**src/rtl/sfg_pkg.sv**
```systemverilog
package sfg_pkg;

  typedef struct packed {
    logic hs_n;
    logic vs_n;
  } sync_pair_t;

  localparam sync_pair_t SYNC_IDLE = '{hs_n: 1'b1, vs_n: 1'b1};
  localparam sync_pair_t SYNC_LOW  = '{hs_n: 1'b0, vs_n: 1'b0};

endpackage

```
**src/rtl/sfg_in_reg.sv**
```systemverilog
module sfg_in_reg
  import sfg_pkg::*;
#(
  parameter int STAGES = 1
) (
  input  logic       clk,
  input  logic       rst_n,
  input  logic       pix_en,
  input  sync_pair_t d,
  output sync_pair_t q
);

  sync_pair_t stg [STAGES];

  generate
    for (genvar i = 0; i < STAGES; i++) begin : g_stage
      if (i == 0) begin : g_first
        always_ff @(posedge clk) begin
          if (!rst_n)      stg[i] <= SYNC_IDLE;
          else if (pix_en) stg[i] <= d;
        end
      end else begin : g_next
        always_ff @(posedge clk) begin
          if (!rst_n)      stg[i] <= SYNC_IDLE;
          else if (pix_en) stg[i] <= stg[i-1];
        end
      end
    end
  endgenerate

  assign q = stg[STAGES-1];

endmodule

```
**src/rtl/sfg_timebase.sv**
```systemverilog
module sfg_timebase
  import sfg_pkg::*;
#(
  parameter int LINE_CLKS   = 780,
  parameter int FRAME_LINES = 525,
  parameter int HS_WIDTH    = 58,
  parameter int VS_LINES    = 3
) (
  input  logic       clk,
  input  logic       rst_n,
  input  logic       pix_en,
  input  logic       gen_en,
  output sync_pair_t sync_o
);

  localparam int HALF   = LINE_CLKS / 2;
  localparam int HALF_W = $clog2(HALF);
  localparam int LIN_W  = $clog2(FRAME_LINES);
  localparam logic [HALF_W-1:0] HALF_LAST = HALF_W'(HALF - 1);
  localparam logic [LIN_W-1:0]  LINE_LAST = LIN_W'(FRAME_LINES - 1);

  logic [HALF_W-1:0] half_cnt;
  logic              half_sel;
  logic [LIN_W-1:0]  line_q;
  logic              hs_act;
  logic              vs_act;

  assign hs_act = !half_sel && (32'(half_cnt) < HS_WIDTH);
  assign vs_act = 32'(line_q) < VS_LINES;

  always_ff @(posedge clk) begin
    if (!rst_n) begin
      half_cnt <= '0;
      half_sel <= 1'b0;
      line_q   <= '0;
      sync_o   <= SYNC_LOW;
    end else if (pix_en) begin
      if (!gen_en) begin
        half_cnt <= '0;
        half_sel <= 1'b0;
        line_q   <= '0;
        sync_o   <= SYNC_LOW;
      end else begin
        sync_o.hs_n <= !hs_act;
        sync_o.vs_n <= !vs_act;
        if (half_cnt == HALF_LAST) begin
          half_cnt <= '0;
          half_sel <= !half_sel;
          if (half_sel) line_q <= (line_q == LINE_LAST) ? '0 : line_q + 1'b1;
        end else begin
          half_cnt <= half_cnt + 1'b1;
        end
      end
    end
  end

endmodule

```
**src/rtl/sfg_counters.sv**
```systemverilog
module sfg_counters
  import sfg_pkg::*;
#(
  parameter int PIX_W = 10,
  parameter int LIN_W = 10
) (
  input  logic             clk,
  input  logic             rst_n,
  input  logic             pix_en,
  input  sync_pair_t       sync_i,
  output logic             hs_fall,
  output logic             vs_fall,
  output logic [PIX_W-1:0] pix_cnt,
  output logic [LIN_W-1:0] line_cnt
);

  sync_pair_t prev;

  assign hs_fall = prev.hs_n && !sync_i.hs_n;
  assign vs_fall = prev.vs_n && !sync_i.vs_n;

  always_ff @(posedge clk) begin
    if (!rst_n) begin
      prev     <= SYNC_LOW;
      pix_cnt  <= '0;
      line_cnt <= '0;
    end else if (pix_en) begin
      prev <= sync_i;
      if (hs_fall)        pix_cnt <= '0;
      else if (~&pix_cnt) pix_cnt <= pix_cnt + 1'b1;
      if (vs_fall)                  line_cnt <= '0;
      else if (hs_fall && ~&line_cnt) line_cnt <= line_cnt + 1'b1;
    end
  end

endmodule

```
**src/rtl/sfg_field_detect.sv**
```systemverilog
module sfg_field_detect #(
  parameter int FIELD_DLY = 15
) (
  input  logic clk,
  input  logic rst_n,
  input  logic pix_en,
  input  logic vs_fall,
  input  logic hs_level,
  output logic field_odd
);

  localparam int DLY_W = $clog2(FIELD_DLY + 1);
  localparam logic [DLY_W-1:0] DLY_LOAD = DLY_W'(FIELD_DLY);

  logic [DLY_W-1:0] wait_cnt;

  always_ff @(posedge clk) begin
    if (!rst_n) begin
      wait_cnt  <= '0;
      field_odd <= 1'b0;
    end else if (pix_en) begin
      if (vs_fall)             wait_cnt <= DLY_LOAD;
      else if (wait_cnt != '0) wait_cnt <= wait_cnt - 1'b1;
      if (!vs_fall && wait_cnt == DLY_W'(1)) field_odd <= !hs_level;
    end
  end

endmodule

```
**src/rtl/sync_field_gen.sv**
```systemverilog
module sync_field_gen
  import sfg_pkg::*;
#(
  parameter int LINE_CLKS   = 780,
  parameter int FRAME_LINES = 525,
  parameter int HS_WIDTH    = 58,
  parameter int VS_LINES    = 3,
  parameter int FIELD_DLY   = 15,
  parameter int IN_STAGES   = 1
) (
  input  logic                           clk,
  input  logic                           rst_n,
  input  logic                           pix_en,
  input  logic                           gen_en,
  input  logic                           ext_hs_n,
  input  logic                           ext_vs_n,
  output logic                           hs_n,
  output logic                           vs_n,
  output logic                           field_odd,
  output logic [$clog2(LINE_CLKS)-1:0]   pix_cnt,
  output logic [$clog2(FRAME_LINES)-1:0] line_cnt
);

  localparam int PIX_W = $clog2(LINE_CLKS);
  localparam int LIN_W = $clog2(FRAME_LINES);

  sync_pair_t ext_in, ext_q, gen_q, sel;
  logic       hs_fall, vs_fall;

  assign ext_in = '{hs_n: ext_hs_n, vs_n: ext_vs_n};

  sfg_in_reg #(.STAGES(IN_STAGES)) u_in (
    .clk(clk), .rst_n(rst_n), .pix_en(pix_en), .d(ext_in), .q(ext_q)
  );

  sfg_timebase #(
    .LINE_CLKS(LINE_CLKS), .FRAME_LINES(FRAME_LINES),
    .HS_WIDTH(HS_WIDTH), .VS_LINES(VS_LINES)
  ) u_tb (
    .clk(clk), .rst_n(rst_n), .pix_en(pix_en), .gen_en(gen_en), .sync_o(gen_q)
  );

  assign sel = gen_en ? gen_q : ext_q;

  sfg_counters #(.PIX_W(PIX_W), .LIN_W(LIN_W)) u_cnt (
    .clk(clk), .rst_n(rst_n), .pix_en(pix_en), .sync_i(sel),
    .hs_fall(hs_fall), .vs_fall(vs_fall), .pix_cnt(pix_cnt), .line_cnt(line_cnt)
  );

  sfg_field_detect #(.FIELD_DLY(FIELD_DLY)) u_fld (
    .clk(clk), .rst_n(rst_n), .pix_en(pix_en), .vs_fall(vs_fall),
    .hs_level(sel.hs_n), .field_odd(field_odd)
  );

  assign hs_n = gen_q.hs_n;
  assign vs_n = gen_q.vs_n;

endmodule

```
**config.mk**
```make
export PLATFORM = sky130hd
export DESIGN_NAME = sync_field_gen
export DESIGN_NICKNAME = d
export VERILOG_FILES = /design/src/rtl/sfg_pkg.sv /design/src/rtl/sfg_in_reg.sv /design/src/rtl/sfg_timebase.sv /design/src/rtl/sfg_counters.sv /design/src/rtl/sfg_field_detect.sv /design/src/rtl/sync_field_gen.sv
export SDC_FILE = /design/constraint.sdc
export NUM_CORES = 1
export LEC_CHECK = 0
export BUFFER_PORTS_ARGS = -buffer_cell sky130_fd_sc_hd__buf_2
export CORE_MARGIN = 10
export CORE_UTILIZATION = 59
export CTS_CLUSTER_SIZE = 10
export DETAILED_ROUTE_END_ITERATION = 8
export PLACE_DENSITY = 0.78
export SETUP_SLACK_MARGIN = 0.4
export SKIP_CTS_REPAIR_TIMING = 1
export SYNTH_ARGS = -nofsm -noshare
export SYNTH_HDL_FRONTEND = slang
export SYNTH_SLANG_ARGS = --single-unit
export TNS_END_PERCENT = 10
```
**constraint.sdc**
```tcl
create_clock -name clk -period 3.3 [get_ports clk]
set_input_delay 0.165 -clock clk [delete_from_list [all_inputs] [get_ports clk]]
set_output_delay 0.165 -clock clk [all_outputs]
set_load 0.01 [all_outputs]
```
==> metrics.txt, run 1 <==
WP depth 5; commonest non-fill, non-tap cell in the layout dfxtp_1; vias in the first global route 2315; Clock Latency Late Sink approximately 0.29 ns; Post-Place Cells slightly below 400; Total GRT Usage between 15 and 20%; fmax around 450 MHz; Die X roughly 89 um; vias per std cell 6.54; worst hold path depth 2; Max clock buf depth 2; clock share of power 27.6%; Static Leak 0.00109 uW; WP data arrival 2.47 ns; CP Class reg -> reg; switching power 343 uW; TNS Setup 0 ns; Comb power frac 17.1%; startpoint types register; Area Overhead vs Synth 7.16%; CP required 3.55 ns; met3 WL 355 um; Placeable Area around 0.0047 mm2; initial antenna violation count 0; Setup Skew 0.00438 ns; Non-Filler Instances around 400; sequential power share 55.4%; metal2 WL about 2900 um; Root Buffer clkbuf_8; die span in y ~89 um; row count 25; GRT overflow 0; fin crit period 2.22 ns; worst-margin pin slew 0.792 ns; Async S/R FF share, synth 0%; Synth Instances 327; PwrDens 403 mW/mm2; Mapped Area approximately 0.0028 mm2; Pre-antenna DRT Iters 4; ant diodes 0; Initial Utilization 60.7%; crit path buf inv count 0; EDFF count, synth 2; Worst R2R Path Depth 5; Top FF cell, synth dfxtp_1; vias ~2600; initial drt markers roughly 190; Net Count, Synth 342; CTS Buf Count 5; status finished, final reports clean; internal power 887 uW; Top Family by Delay on Critical Path compound AO/OA/AOI/OAI gates; Util after Layout 65.1%; Sw Ratio 27.9%; GP Congestion 0.851; Seq/Total Area, Yosys between 30% and 40%; DRC viols 0; Fin. Hold Viols 0; WL/cell 15.6 um; slowest CP cell a2111oi_4; post-route ant nets 0; leading cell types in the layout, fill and taps excluded 49 x dfxtp_1, 28 x nand3_1, 28 x buf_2; Yosys Warn Count 0; Max Slew Vio Count 0; post-detail-place hpwl 4350 um; DIE AREA 0.00801 mm2; max_slew headroom 46.8%; Netlist cell types 60; final WL 6220 um; CP Cell Sequence ha_1, nand4_1, a2111oi_4, nand2b_1, o221a_2; met1 wire length 2860 um; largest net degree at the start of global routing 31; fin crit share between 60 and 70%; Hold Path Class in -> reg; pre-CTS setup slack between 1 and 1.5 ns; Max IR drop VDD 0.000228 V; CTS tree built; crit-path max FO 17; DR top layer met4; Synth Area per Inst about 8.7 um2; register clock-pin slew on the reported worst setup and hold paths 0.09 ns; CTS H-tree depth 2; CP peak stage delay 0.80 ns; Nets 360; #FFs+latches synth 51; CTS sink cnt between 50 and 60; final worst setup slack 1.08 ns; fraction of layout cells with a size suffix above 1 13.6%; Ports 29; RSZ-0062 raised after global routing no; first-pass GRT wire length 10700 um; setup violators final 0; I/O Buffers 28; max-cap viol count 0; CP Capture Type register
final timing paths:
check / startpoint / to / slack (ns)
worst max register to register: u_cnt.pix_cnt[0] / u_cnt.pix_cnt[8] / 1.08
worst max-delay path: u_cnt.pix_cnt[0] / u_cnt.pix_cnt[8] / 1.08
worst min register to register: u_tb.sync_o[1] / u_tb.sync_o[1] / 0.48
worst min-delay path: ext_hs_n / u_in.stg[0][1] / 0.12
flip-flops by register name, summed over array words and instances, names as in the netlist:
register and cells:
u_cnt.line_cnt 10, u_cnt.pix_cnt 10, u_tb.sync_o 2, u_tb.half_cnt 9
u_tb.line_q 10, u_in.stg 2, u_cnt.prev 2, u_tb.half_sel 1
u_fld.field_odd 1, u_fld.wait_cnt 4
through the flow:
step	hold slack [ns]	power (uW)	area [um2]
CTS	0.111	1240	3050
finish	0.124	1230	3050
floorplan	0.339	862	2850
global route	0.121	1310	3050
detailed placement	0.429	905	2980
global placement	0.437	899	2980
final cells by class:
class                      instances  area [um2]
clock buffer                       7        76.3
fill                             419        1640
inverter                          10        37.5
multi-input combinational        248        1680
sequential                        51        1040
tap                               54        67.6
timing repair buffer              29         148
worst register-to-register path, cell delays in order, from the launching register on:
cell and delay (ns):
dfxtp_1 0.43, ha_1 0.27, nand4_1 0.24, a2111oi_4 0.81, nand2b_1 0.24, o221a_2 0.20
cell families after synthesis:
group	after synthesis	synth area share (%)
buf+inv	28	4.39
compound gates	92	23.1
flops	51	36.5
xor+xnor	4	1.23
simple gates	131	26.3
fa+ha+maj	9	3.95
mux	12	4.48
power groups by stage:
| stage | sequential (uW) | combinational, uW | clock [uW] |
|---|---|---|---|
| floorplan | 687 | 175 | 0 |
| global placement | 693 | 206 | 0 |
| detailed placement | 694 | 210 | 0 |
| CTS | 680 | 211 | 353 |
| global route | 686 | 241 | 381 |
| finish | 681 | 210 | 339 |
metal layers:
metal	track usage (%)	vias to the layer above
met5	0	-
met4	5.64	0
met3	3.83	10
met2	26.4	56
met1	21.2	1228
li1	-	1315
synthesized netlist by cell type, types with 3 or more instances:
cell type	instances	area, um2
or4_1	11	82.6
nand4_1	11	68.8
mux2_2	3	33.8
buf_2	4	20.0
nor4_1	5	31.3
and3_1	8	50.1
a21oi_1	27	135
o2111ai_1	4	35.0
o21ai_0	9	45.0
a31oi_1	4	25.0
o311a_1	3	30.0
nand3_1	28	140
a211oi_1	3	22.5
and2_1	4	25.0
or3_1	5	31.3
inv_1	9	33.8
o41ai_1	3	26.3
mux2i_1	8	80.1
o31ai_1	9	67.6
o31a_1	4	35.0
nor3_1	6	30.0
dfxtp_1	49	981
ha_1	9	113
nand2b_1	4	25.0
o211ai_1	3	22.5
nor2b_1	4	25.0
a32oi_1	3	26.3
nand2_1	26	97.6
o311ai_0	3	26.3
nor2_1	9	33.8
clkbuf_1	10	37.5
No activity file was read; power rests on OpenSTA's default activity.
==> run 2, diff against run 1 <==
--- a/config.mk
+++ b/config.mk
@@ -5,12 +5,13 @@
 export SDC_FILE = /design/constraint.sdc
 export NUM_CORES = 1
 export LEC_CHECK = 0
+export ABC_AREA = 1
 export BUFFER_PORTS_ARGS = -buffer_cell sky130_fd_sc_hd__buf_2
 export CORE_MARGIN = 10
-export CORE_UTILIZATION = 59
+export CORE_UTILIZATION = 53
 export CTS_CLUSTER_SIZE = 10
 export DETAILED_ROUTE_END_ITERATION = 8
-export PLACE_DENSITY = 0.78
+export PLACE_DENSITY = 0.74
 export SETUP_SLACK_MARGIN = 0.4
 export SKIP_CTS_REPAIR_TIMING = 1
 export SYNTH_ARGS = -nofsm -noshare
==> constraint.sdc (replaced) <==
create_clock -name clk -period 1.94 [get_ports clk]
set_input_delay 0.097 -clock clk [delete_from_list [all_inputs] [get_ports clk]]
set_output_delay 0.097 -clock clk [all_outputs]
set_load 0.01 [all_outputs]
==> run 2 against run 1 <==
Synthesized area up 1.4%. Combinational power up 81%. First-iteration DRC count up 5.4%. Sequential power up 70%. Final area up 7.7%. Worst hold slack worse by 0.077 ns. Maximum frequency up 51%. Critical endpoint is now u_tb.line_q[0]. Largest power group unchanged.
==> metrics.txt, run 2 <==
register clock-pin slew on the reported worst setup and hold paths 0.09 ns; vias in the first global route 2565; Comb power frac between 10% and 20%; fraction of layout cells with a size suffix above 1 16.6%; Ports 29; CTS H-tree depth 2; DIE AREA 0.00880 mm2; Nets roughly 480; post-detail-place hpwl between 4000 and 5000 um; largest net degree at the start of global routing 19; Die X ~94 um; Max IR drop VDD 0.000387 V; CP Capture Type register; Sw Ratio roughly 28%; Yosys Warn Count 0; CTS tree built; Initial Utilization 55.5%; leading cell types in the layout, fill and taps excluded 122 x nand2_1, 55 x inv_1, 50 x nor2_1; CP Cell Sequence inv_2, ha_1, nand2_1, nor2_1, nand2_2, o21bai_4, nand2_4, nand2_1, nand2_1, nand2_1, inv_1; CTS Buf Count 5; CP peak stage delay 0.34 ns; initial antenna violation count 0; crit-path max FO 8; Top Family by Delay on Critical Path simple AND/OR/NAND/NOR gates; status finished, final reports clean; initial drt markers 196; fin crit period 1.47 ns; internal power 1580 uW; Setup Skew 0.00563 ns; CP Class reg -> reg; post-route ant nets 0; final WL between 6000 and 7000 um; startpoint types register; commonest non-fill, non-tap cell in the layout nand2_1; fin crit share 76.0%; EDFF count, synth 2; TNS Setup 0 ns; vias 2802; max_slew headroom 69.0%; setup violators final 0; worst hold slack 0.0471 ns; top cells by area, synth dfxtp_1 34%, nand2_1 17%, inv_1 7.4%; crit path buf inv count 2; RSZ-0062 raised after global routing yes; Async S/R FF share, synth 0%; Pre-antenna DRT Iters 5; I/O Buffers 28; CTS sink cnt 51; Synth Instances 434; largest family of logic cells by synthesized area simple AND/OR/NAND/NOR gates; #FFs+latches synth 51; die span in y 93.8 um; Clock Latency Late Sink 0.30 ns; switching power 626 uW; WP data arrival 1.68 ns; Synth Area per Inst 6.66 um2; GRT overflow 0; first-pass GRT wire length 11300 um; Net Count, Synth about 450; most common cell in the netlist nand2_1; Synth area leader dfxtp_1; CP required between 2 and 2.5 ns; Fin. Hold Viols 0; Max Slew Vio Count 0; PwrDens between 600 and 700 mW/mm2; Hold Path Class in -> reg; GP Congestion 0.890; slowest CP cell dfxtp_2; Total GRT Usage between 10% and 20%; vias per std cell between 5 and 6; DRC viols 0; XOR/XNOR share of the synthesized area 2.12%; Max clock buf depth 2; Netlist cell types 34; Mapped Area 0.00289 mm2; compound-cell area share of the yosys netlist 11.4%; Simple-Gate Fraction of Synth Area a little under two fifths; max-cap viol count 0; sequential power share 52.7%; Area Overhead vs Synth 13.8%; Top FF cell, synth dfxtp_1; Synth top area share between 30% and 40%; Root Buffer clkbuf_8; Most common cell on crit path nand2_1; mux contribution to synthesized area 0%; Fill cells 509; Placeable Area about 0.0052 mm2; Seq/Total Area, Yosys 36.0%; worst-margin pin slew 0.465 ns; row count 26; fmax 678 MHz; ant diodes 0; WL/cell 12.3 um; Static Leak about 0.0015 uW; clock share of power 30.0%; commonest cells in the netlist 127 x nand2_1, 57 x inv_1, 51 x nor2_1; adder-cell share of the synthesized area 3.90%; biggest regs u_cnt.line_cnt x10, u_cnt.pix_cnt x10, u_tb.line_q x10
[run 2: cell count changes after synthesis, sizes merged, moves of 6 or more]
cell / change
nand2: +105
inv: +50
nor2: +45
or4: -11
o21ai: +10
mux2i: -9
and3: -8
o31ai: -8
buf: -6
[run 2: final cells by class]
type	instances	area [um2]	share of cell area, %
Multi-Input combinational cell	318	1640	49.9
Sequential cell	51	1050	32.0
Inverter	59	221	6.74
Timing Repair Buffer	34	185	5.63
Clock buffer	8	100	3.04
Tap cell	70	87.6	2.66
[run 2: worst paths after layout]
path,from,end,slack [ns],cells past startpoint
worst max register to register,u_tb.half_cnt[1],u_tb.line_q[0],0.47,11
worst min register to register,u_cnt.pix_cnt[4],u_cnt.pix_cnt[4],0.48,2
worst max-delay path,u_tb.half_cnt[1],u_tb.line_q[0],0.47,11
worst min-delay path,ext_vs_n,u_in.stg[0][0],0.05,2
[run 2: power by group through the flow]
stage               Combinational, uW  Sequential (uW)  Clock, uW
floorplan                         265             1180          0
global placement                  334             1190          0
detailed placement                346             1190          0
CTS                               352             1160        681
global route                      440             1170        728
finish                            381             1160        663
[run 2: logic make-up (layout without fill, tap and decap cells)]
kind of cell,after synthesis,after routing
compound gates,59,59
xor+xnor,7,7
fa+ha+maj,9,9
buf+inv,66,101
flops,51,51
simple gates,242,243
[run 2: metrics by stage]
stage	instance area (um2)	total power [uW]	worst slack, ns	std cells	utilization, %
2_1_floorplan	2890	1450	0.461	434	-
3_3_place_gp	3080	1520	0.358	528	59.2
3_5_place_dp	3080	1530	0.283	528	59.2
4_1_cts	3180	2200	0.251	536	61.1
5_1_grt	3290	2340	0.312	540	63.2
6_report	3290	2210	0.465	540	63.2
[run 2: per-layer routing]
layer	global-route usage, %	share of wire, %	routed length, um	vias to the layer above
li1	-	-	-	1464
met5	0	0	0	-
met1	19.2	45	2990	1256
met3	3.12	4.9	324	13
met4	5.06	1.4	90	0
met2	25.1	49	3230	69
